[config.mk]
export PLATFORM = sky130hd
export DESIGN_NAME = sram_seq_ctrl
export DESIGN_NICKNAME = d
export VERILOG_FILES = /design/src/rtl/sram_seq_pkg.sv /design/src/rtl/sram_seq_timer.sv /design/src/rtl/sram_seq_fsm.sv /design/src/rtl/sram_seq_datapath.sv /design/src/rtl/sram_seq_ctrl.sv
export SDC_FILE = /design/constraint.sdc
export NUM_CORES = 1
export LEC_CHECK = 0
export BUFFER_PORTS_ARGS = -buffer_cell sky130_fd_sc_hd__buf_4
export CAP_MARGIN = 10
export CELL_PAD_IN_SITES_DETAIL_PLACEMENT = 1
export CELL_PAD_IN_SITES_GLOBAL_PLACEMENT = 1
export CORE_UTILIZATION = 38
export DETAILED_ROUTE_END_ITERATION = 12
export PLACE_DENSITY = 0.87
export SYNTH_ARGS = -nofsm -noshare
export SYNTH_HDL_FRONTEND = slang
export SYNTH_HIERARCHICAL = 1
export SYNTH_SLANG_ARGS = --single-unit
[constraint.sdc]
create_clock -name clk -period 2.4 [get_ports clk]
set_input_delay 0.24 -clock clk [delete_from_list [all_inputs] [get_ports clk]]
set_output_delay 0.24 -clock clk [all_outputs]
set_load 0.05 [all_outputs]
[src/rtl/sram_seq_pkg.sv]
package sram_seq_pkg;

    typedef enum logic [2:0] {
        ST_IDLE,
        ST_RD_ACCESS,
        ST_RD_CAPTURE,
        ST_TURNAROUND,
        ST_WR_SETUP,
        ST_WR_PULSE,
        ST_WR_RECOVER
    } seq_state_e;

    // Ceiling of a nanosecond limit over the clock period, never below one.
    function automatic int ns_to_cyc(input int ns, input int period);
        int c;
        c = (ns + period - 1) / period;
        return (c < 1) ? 1 : c;
    endfunction

    function automatic int imax(input int a, input int b);
        return (a > b) ? a : b;
    endfunction

endpackage

[src/rtl/sram_seq_timer.sv]
module sram_seq_timer #(
    parameter int CNT_W = 4
) (
    input  logic             clk,
    input  logic             rst_n,
    input  logic             load,
    input  logic [CNT_W-1:0] load_val,
    output logic             done
);

    logic [CNT_W-1:0] cnt_q;

    always_ff @(posedge clk or negedge rst_n) begin
        if (!rst_n) begin
            cnt_q <= '0;
        end else if (load) begin
            cnt_q <= load_val;
        end else if (cnt_q != '0) begin
            cnt_q <= cnt_q - 1'b1;
        end
    end

    assign done = (cnt_q == '0);

endmodule

[src/rtl/sram_seq_fsm.sv]
module sram_seq_fsm
    import sram_seq_pkg::*;
#(
    parameter int CNT_W   = 4,
    parameter int RD_CYC  = 9,
    parameter int TA_CYC  = 4,
    parameter int SU_CYC  = 4,
    parameter int PW_CYC  = 5,
    parameter int RC_CYC  = 2
) (
    input  logic             clk,
    input  logic             rst_n,
    input  logic             req_valid,
    input  logic             req_write,
    input  logic             tmr_done,
    output logic             tmr_load,
    output logic [CNT_W-1:0] tmr_val,
    output logic             accept,
    output logic             capture,
    output logic             req_ready,
    output logic             rsp_valid,
    output logic             mem_cs_n,
    output logic             mem_cs,
    output logic             mem_we_n,
    output logic             mem_oe_n,
    output logic             mem_dq_oe
);

    localparam logic [CNT_W-1:0] RD_LD = CNT_W'(RD_CYC - 1);
    localparam logic [CNT_W-1:0] TA_LD = CNT_W'(TA_CYC - 1);
    localparam logic [CNT_W-1:0] SU_LD = CNT_W'(SU_CYC - 1);
    localparam logic [CNT_W-1:0] PW_LD = CNT_W'(PW_CYC - 1);
    localparam logic [CNT_W-1:0] RC_LD = CNT_W'(RC_CYC - 1);

    seq_state_e state_q, state_nxt;

    // State register
    always_ff @(posedge clk or negedge rst_n) begin
        if (!rst_n) state_q <= ST_IDLE;
        else        state_q <= state_nxt;
    end

    // Next state and dwell count
    always_comb begin
        state_nxt = state_q;
        tmr_val   = '0;
        unique case (state_q)
            ST_IDLE: begin
                if (req_valid) begin
                    if (req_write) begin
                        state_nxt = ST_WR_SETUP;
                        tmr_val   = SU_LD;
                    end else begin
                        state_nxt = ST_RD_ACCESS;
                        tmr_val   = RD_LD;
                    end
                end
            end
            ST_RD_ACCESS: begin
                if (tmr_done) state_nxt = ST_RD_CAPTURE;
            end
            ST_RD_CAPTURE: begin
                state_nxt = ST_TURNAROUND;
                tmr_val   = TA_LD;
            end
            ST_TURNAROUND: begin
                if (tmr_done) state_nxt = ST_IDLE;
            end
            ST_WR_SETUP: begin
                if (tmr_done) begin
                    state_nxt = ST_WR_PULSE;
                    tmr_val   = PW_LD;
                end
            end
            ST_WR_PULSE: begin
                if (tmr_done) begin
                    state_nxt = ST_WR_RECOVER;
                    tmr_val   = RC_LD;
                end
            end
            ST_WR_RECOVER: begin
                if (tmr_done) state_nxt = ST_IDLE;
            end
            default: state_nxt = ST_IDLE;
        endcase
    end

    assign tmr_load = (state_nxt != state_q);
    assign accept   = (state_q == ST_IDLE) && req_valid;
    assign capture  = (state_q == ST_RD_ACCESS) && (state_nxt == ST_RD_CAPTURE);

    // Registered pin and handshake outputs, decoded from the next state
    always_ff @(posedge clk or negedge rst_n) begin
        if (!rst_n) begin
            req_ready <= 1'b1;
            rsp_valid <= 1'b0;
            mem_cs_n  <= 1'b1;
            mem_cs    <= 1'b0;
            mem_we_n  <= 1'b1;
            mem_oe_n  <= 1'b1;
            mem_dq_oe <= 1'b0;
        end else begin
            req_ready <= 1'b0;
            rsp_valid <= 1'b0;
            mem_cs_n  <= 1'b1;
            mem_cs    <= 1'b0;
            mem_we_n  <= 1'b1;
            mem_oe_n  <= 1'b1;
            mem_dq_oe <= 1'b0;
            unique case (state_nxt)
                ST_IDLE: req_ready <= 1'b1;
                ST_RD_ACCESS: begin
                    mem_cs_n <= 1'b0;
                    mem_cs   <= 1'b1;
                    mem_oe_n <= 1'b0;
                end
                ST_RD_CAPTURE: rsp_valid <= 1'b1;
                ST_TURNAROUND: ;
                ST_WR_SETUP: begin
                    mem_cs_n <= 1'b0;
                    mem_cs   <= 1'b1;
                    mem_we_n <= 1'b0;
                end
                ST_WR_PULSE: begin
                    mem_cs_n  <= 1'b0;
                    mem_cs    <= 1'b1;
                    mem_we_n  <= 1'b0;
                    mem_dq_oe <= 1'b1;
                end
                ST_WR_RECOVER: ;
                default: ;
            endcase
        end
    end

    a_r2_ready_quiet: assert property (@(posedge clk) disable iff (!rst_n)
        req_ready |-> (mem_cs_n && !mem_cs && mem_we_n && mem_oe_n && !mem_dq_oe));

    a_r3_no_read_in_write: assert property (@(posedge clk) disable iff (!rst_n)
        !mem_oe_n |-> (mem_we_n && !mem_cs_n && mem_cs));

    a_r3_rsp_single: assert property (@(posedge clk) disable iff (!rst_n)
        rsp_valid |=> !rsp_valid);

    a_r5_drive_in_write: assert property (@(posedge clk) disable iff (!rst_n)
        mem_dq_oe |-> (!mem_we_n && !mem_cs_n && mem_cs));

    a_r5_release_with_we: assert property (@(posedge clk) disable iff (!rst_n)
        $fell(mem_dq_oe) |-> $rose(mem_we_n));

endmodule

[src/rtl/sram_seq_datapath.sv]
module sram_seq_datapath #(
    parameter int ADDR_W = 18,
    parameter int DATA_W = 8
) (
    input  logic              clk,
    input  logic              rst_n,
    input  logic              accept,
    input  logic              capture,
    input  logic [ADDR_W-1:0] req_addr,
    input  logic [DATA_W-1:0] req_wdata,
    input  logic [DATA_W-1:0] mem_dq_in,
    output logic [ADDR_W-1:0] mem_addr,
    output logic [DATA_W-1:0] mem_dq_out,
    output logic [DATA_W-1:0] rsp_rdata
);

    always_ff @(posedge clk or negedge rst_n) begin
        if (!rst_n) begin
            mem_addr   <= '0;
            mem_dq_out <= '0;
        end else if (accept) begin
            mem_addr   <= req_addr;
            mem_dq_out <= req_wdata;
        end
    end

    always_ff @(posedge clk or negedge rst_n) begin
        if (!rst_n)       rsp_rdata <= '0;
        else if (capture) rsp_rdata <= mem_dq_in;
    end

endmodule

[src/rtl/sram_seq_ctrl.sv]
module sram_seq_ctrl
    import sram_seq_pkg::*;
#(
    parameter int ADDR_W        = 18,
    parameter int DATA_W        = 8,
    parameter int CLK_PERIOD_NS = 8,
    parameter int T_RC_NS       = 70,
    parameter int T_AA_NS       = 70,
    parameter int T_ACE_NS      = 70,
    parameter int T_DOE_NS      = 35,
    parameter int T_HZOE_NS     = 25,
    parameter int T_HZCE_NS     = 25,
    parameter int T_WC_NS       = 70,
    parameter int T_SCE_NS      = 60,
    parameter int T_AW_NS       = 60,
    parameter int T_PWE_NS      = 50,
    parameter int T_SD_NS       = 30,
    parameter int T_HZWE_NS     = 25,
    parameter int T_LZWE_NS     = 10
) (
    input  logic              clk,
    input  logic              rst_n,
    input  logic              req_valid,
    output logic              req_ready,
    input  logic              req_write,
    input  logic [ADDR_W-1:0] req_addr,
    input  logic [DATA_W-1:0] req_wdata,
    output logic              rsp_valid,
    output logic [DATA_W-1:0] rsp_rdata,
    output logic [ADDR_W-1:0] mem_addr,
    output logic              mem_cs_n,
    output logic              mem_cs,
    output logic              mem_we_n,
    output logic              mem_oe_n,
    output logic [DATA_W-1:0] mem_dq_out,
    input  logic [DATA_W-1:0] mem_dq_in,
    output logic              mem_dq_oe
);

    localparam int P = CLK_PERIOD_NS;
    localparam int RD_CYC = imax(imax(ns_to_cyc(T_AA_NS, P), ns_to_cyc(T_ACE_NS, P)),
                                 imax(ns_to_cyc(T_DOE_NS, P), ns_to_cyc(T_RC_NS, P)));
    localparam int TA_CYC = imax(ns_to_cyc(T_HZOE_NS, P), ns_to_cyc(T_HZCE_NS, P));
    localparam int SU_CYC = ns_to_cyc(T_HZWE_NS, P);
    localparam int PW_CYC = imax(imax(ns_to_cyc(T_SD_NS, P), 1),
                            imax(imax(ns_to_cyc(T_WC_NS, P) - SU_CYC, ns_to_cyc(T_AW_NS, P) - SU_CYC),
                                 imax(ns_to_cyc(T_PWE_NS, P) - SU_CYC, ns_to_cyc(T_SCE_NS, P) - SU_CYC)));
    localparam int RC_CYC = ns_to_cyc(T_LZWE_NS, P);
    localparam int MAX_CYC = imax(imax(RD_CYC, TA_CYC), imax(imax(SU_CYC, PW_CYC), RC_CYC));
    localparam int CNT_W   = $clog2(MAX_CYC + 1);
    localparam int WE_LOW_CYC = imax(imax(ns_to_cyc(T_PWE_NS, P), ns_to_cyc(T_WC_NS, P)),
                                     ns_to_cyc(T_AW_NS, P));

    logic             tmr_load;
    logic [CNT_W-1:0] tmr_val;
    logic             tmr_done;
    logic             accept;
    logic             capture;

    sram_seq_timer #(.CNT_W(CNT_W)) u_timer (
        .clk      (clk),
        .rst_n    (rst_n),
        .load     (tmr_load),
        .load_val (tmr_val),
        .done     (tmr_done)
    );

    sram_seq_fsm #(
        .CNT_W  (CNT_W),
        .RD_CYC (RD_CYC),
        .TA_CYC (TA_CYC),
        .SU_CYC (SU_CYC),
        .PW_CYC (PW_CYC),
        .RC_CYC (RC_CYC)
    ) u_fsm (
        .clk       (clk),
        .rst_n     (rst_n),
        .req_valid (req_valid),
        .req_write (req_write),
        .tmr_done  (tmr_done),
        .tmr_load  (tmr_load),
        .tmr_val   (tmr_val),
        .accept    (accept),
        .capture   (capture),
        .req_ready (req_ready),
        .rsp_valid (rsp_valid),
        .mem_cs_n  (mem_cs_n),
        .mem_cs    (mem_cs),
        .mem_we_n  (mem_we_n),
        .mem_oe_n  (mem_oe_n),
        .mem_dq_oe (mem_dq_oe)
    );

    sram_seq_datapath #(.ADDR_W(ADDR_W), .DATA_W(DATA_W)) u_dp (
        .clk        (clk),
        .rst_n      (rst_n),
        .accept     (accept),
        .capture    (capture),
        .req_addr   (req_addr),
        .req_wdata  (req_wdata),
        .mem_dq_in  (mem_dq_in),
        .mem_addr   (mem_addr),
        .mem_dq_out (mem_dq_out),
        .rsp_rdata  (rsp_rdata)
    );

    // Run length of the write strobe, kept for the width check below
    logic [15:0] we_low_run;
    always_ff @(posedge clk or negedge rst_n) begin
        if (!rst_n)                            we_low_run <= '0;
        else if (mem_we_n)                     we_low_run <= '0;
        else if (we_low_run != 16'hFFFF)       we_low_run <= we_low_run + 16'd1;
    end

    a_r4_we_width: assert property (@(posedge clk) disable iff (!rst_n)
        $rose(mem_we_n) |-> (32'(we_low_run) >= WE_LOW_CYC));

    a_r6_addr_hold: assert property (@(posedge clk) disable iff (!rst_n)
        (!mem_cs_n && $past(!mem_cs_n)) |-> $stable(mem_addr));

    a_r6_data_hold: assert property (@(posedge clk) disable iff (!rst_n)
        (mem_dq_oe && $past(mem_dq_oe)) |-> $stable(mem_dq_out));

endmodule

==> results.md <==
Run status:
- The flow ran to the end, and the final reports show no timing, DRC or antenna violations.

GRT:
- The initial antenna violation count is 0.
- The first-pass GRT wire length is 7.845 mm.
- The total routing resource utilization after global routing is 17.47%.
- The number of global-route vias before repair is 1550.
- Global routing finished with a remaining overflow of 0.
- The maximum number of pins on one net before global-route repair is 49.

Critical path:
- The kind of end point of the critical path is a flop.
- The kind of critical path is flop to flop.
- In this run the worst path has a maximum fanout of 8.
- The largest single stage delay on the critical path is 0.39 ns.
- STA classifies the critical path startpoint as a flop.
- The required time of the worst setup path is 2.59 ns.
- The slowest cell on the critical path is dfrtp_1.
- The worst path arrival time is 2.28 ns.
- The signal on the critical path passes through inv_1, ha_1, nor3b_4, buf_4, o22ai_1, nor2_1, nor3_1, a221o_1.

Hold path:
- The path class of the tightest hold or removal check is input pin to flop.

Floorplan:
- The total core area is 5238 sq um.
- The die covers 5904 sq um.
- The cell row count is 26.
- The initial standard-cell utilization of the core is 40.64%.
- For this design the top-level I/O count stands at 79.
- The die is 76.84 microns wide.
- The die is 76.84 microns tall.

STA:
- Between clock sinks in the finished design, the worst skew comes to 0.004442 ns.
- The total negative slack is 0 ns.
- For the finished layout, the period the worst path requires is 2.088 ns.
- Setup violations remaining at the end of the flow were counted as 0.
- Setup slack on the critical path of the routed design comes to 0.3122 ns.
- For the pin with the worst max-slew slack, the measured transition is 0.6413 ns.
- The number of max-slew violations in the final report is 0.
- Measured against its own limit, the worst slew margin works out to 57.25%.
- Setup repair after global routing left no endpoint under its margin.
- In the finished design, the share of the clock period the worst path needs comes to 86.99%.
- The maximum operating frequency is 0.4790 GHz.
- The count of final hold-check violations came to 0.

Routing:
- The total routed wirelength is 4.781 mm.
- The first TritonRoute pass finished after 3 iterations.
- The ratio of routed vias to standard cells is 4.892.
- For this run, design rule violations remaining after detail routing come to 0.
- In the final routed layout, each cell accounts on average for 16.10 microns.
- The post-route antenna net violation count is 0.
- The final route contains 1453 vias.
- The detailed router's first-iteration violation count is 60.

Logic synthesis:
- The mapped netlist covers 2128 sq um.
- The number of storage elements in the synthesis netlist is 48.
- The fraction of registers with async set/reset is 100.0%.
- Yosys mapped a number of flops with a built-in enable equal to 0.
- Yosys mapped the design onto 34 distinct sky130hd cell types.
- The sequential share of the synthesized area is 56.67%.
- For this run, the leading register cell type out of synthesis is dfrtp_1.
- For this run, the number of Yosys warnings is 6.
- Counting every instance in the synthesized netlist gives 147.
- Counting every net in the synthesized netlist gives 186.
- The average instance in the mapped netlist occupies 14.48 sq um.

Final layout:
- The antenna diode count is 0.
- The layout overhead on the synthesized area is 34.22%.
- In the layout the commonest cells are buf_4, dfrtp_1, mux2_4.
- Summing all multi-input logic gate instances after layout gives 805.8 sq um.
- The number of standard cells in the layout, taps in and fillers out is 297.
- The proportion of layout cells with a drive suffix above 1 is 58.15%.
- The final-stage net count is 265.
- The combined flip-flop and latch cell area is 1206 sq um.
- The fill cell instance count of the final layout is 548.
- The commonest non-fill, non-tap cell in the layout is buf_4.

Placement:
- The congestion estimate from routability-driven global placement came to 0.7462.
- The cell total after placement is 288.
- OpenSTA, run right after detailed placement, puts the worst setup slack at 0.2880 ns.
- Port buffering added 78 buffers.
- The half-perimeter wire length of the detailed placement result is 3.478 mm.

Clock tree:
- CTS built an H-tree with a depth of 2.
- The number of sinks handled by clock tree synthesis is 48.
- The clock transition at the register clock pins on the worst setup and hold paths after CTS is 0.08 ns.
- Counting along the longest clock path gives a buffer depth of 2.
- The number of buffers added by the clock tree synthesis step is 5.
- The buffer cell driving the clock tree root is clkbuf_8.
- TritonCTS built the clock tree.
- The clock latency of the later-clocked register in the worst-skew pair is 0.30 ns.
- Once the clock tree was built, the setup fixing pass inserted 0 buffers.

Job:
- Max-cap violations in this run came to 0.
[routing by layer]
layer  part of all wire (%)  track usage (%)  vias to the layer above
met1                     39            20.66                      740
met4                    1.3            5.769                        0
met5                      0                0                        -
met2                     55            30.98                       39
li1                       -                -                      668
met3                    4.2            4.048                        6
[path summary, 6_finish.rpt]
| check | start | end | slack, ns | depth (start not counted) |
|---|---|---|---|---|
| setup / recovery | u_timer/cnt_q[0]$_DFFE_PN0P_ | u_timer/cnt_q[3]$_DFFE_PN0P_ | 0.31 | 8 |
| hold / removal | req_valid | u_fsm/mem_cs_n$_DFF_PN1_ | 0.14 | 2 |
| setup reg to reg | u_timer/cnt_q[0]$_DFFE_PN0P_ | u_timer/cnt_q[3]$_DFFE_PN0P_ | 0.31 | 8 |
| hold reg to reg | u_dp/mem_addr[17]$_DFFE_PN0P_ | u_dp/mem_addr[17]$_DFFE_PN0P_ | 0.51 | 1 |
| max in group asynchronous | rst_n | u_dp/mem_addr[0]$_DFFE_PN0P_ | 1.51 | 2 |
| min in group asynchronous | rst_n | u_timer/cnt_q[1]$_DFFE_PN0P_ | 0.49 | 2 |
[worst max-delay path, delay by kind of cell (launching register included)]
family,cells,cell delay [ns]
simple gates,3,0.72
compound gates,2,0.40
flops,1,0.39
buf+inv,2,0.27
fa+ha+maj,1,0.21
[through the flow]
step / utilization [%] / hold WS [ns] / cell area (sq um)
floorplan: - / -0.05559 / 2128
global placement: 52.29 / 0.2957 / 2739
detailed placement: 52.29 / 0.2945 / 2739
CTS: 54.54 / 0.1239 / 2856
global route: 54.54 / 0.1351 / 2856
finish: 54.54 / 0.1378 / 2856
[registers in the layout (all words and copies together) (netlist names)]
| register | count |
|---|---|
| u_dp/mem_addr | 18 |
| u_dp/mem_dq_out | 8 |
| u_dp/rsp_rdata | 8 |
| u_fsm/mem_cs | 1 |
| u_fsm/mem_cs_n | 1 |
| u_fsm/mem_dq_oe | 1 |
| u_fsm/mem_oe_n | 1 |
| u_fsm/mem_we_n | 1 |
| u_fsm/req_ready | 1 |
| u_fsm/rsp_valid | 1 |
| u_fsm/state_q | 3 |
| u_timer/cnt_q | 4 |
[layout make-up]
class,instances,share of cell area [%]
Inverter,5,0.6570
Tap cell,70,3.066
Clock buffer,6,2.541
Timing Repair Buffer,82,22.08
Clock inverter,2,1.226
Multi-Input combinational cell,84,28.21
Sequential cell,48,42.23
[kinds of logic after synthesis]
family	count (synthesis)	share of synthesized area [%]
xor+xnor	3	1.235
simple gates	24	6.938
compound gates	19	5.820
fa+ha+maj	1	0.5878
flops	48	56.67
mux	37	22.99
buf+inv	15	5.761
[cell usage after synthesis, drive strengths merged (2+ instances only)]
cell type / number / area, sq um
dfrtp: 44 / 1101
and3: 3 / 18.77
buf: 9 / 100.1
a21oi: 4 / 20.02
nand2b: 3 / 18.77
a31oi: 2 / 12.51
nor4: 2 / 18.77
mux2i: 2 / 20.02
nor3b: 2 / 26.28
o21ai: 6 / 30.03
mux2: 35 / 469.2
dfstp: 4 / 105.1
nand2: 6 / 22.52
nor2: 2 / 7.510
xnor2: 2 / 17.52
o22ai: 2 / 12.51
inv: 5 / 18.77
nor3: 4 / 20.02
[what timing repair did]
| item | 4_1_cts | 5_1_grt |
|---|---|---|
| hold buffers | 1 | 0 |
| hold endpoints to repair | 44 | 0 |
| resized for setup | 0 | 0 |
| setup endpoints to repair | 0 | 0 |
Power is left out: the tool's default activity adds up to more than one toggle a clock period on the data nets, which glitch-free logic cannot reach.
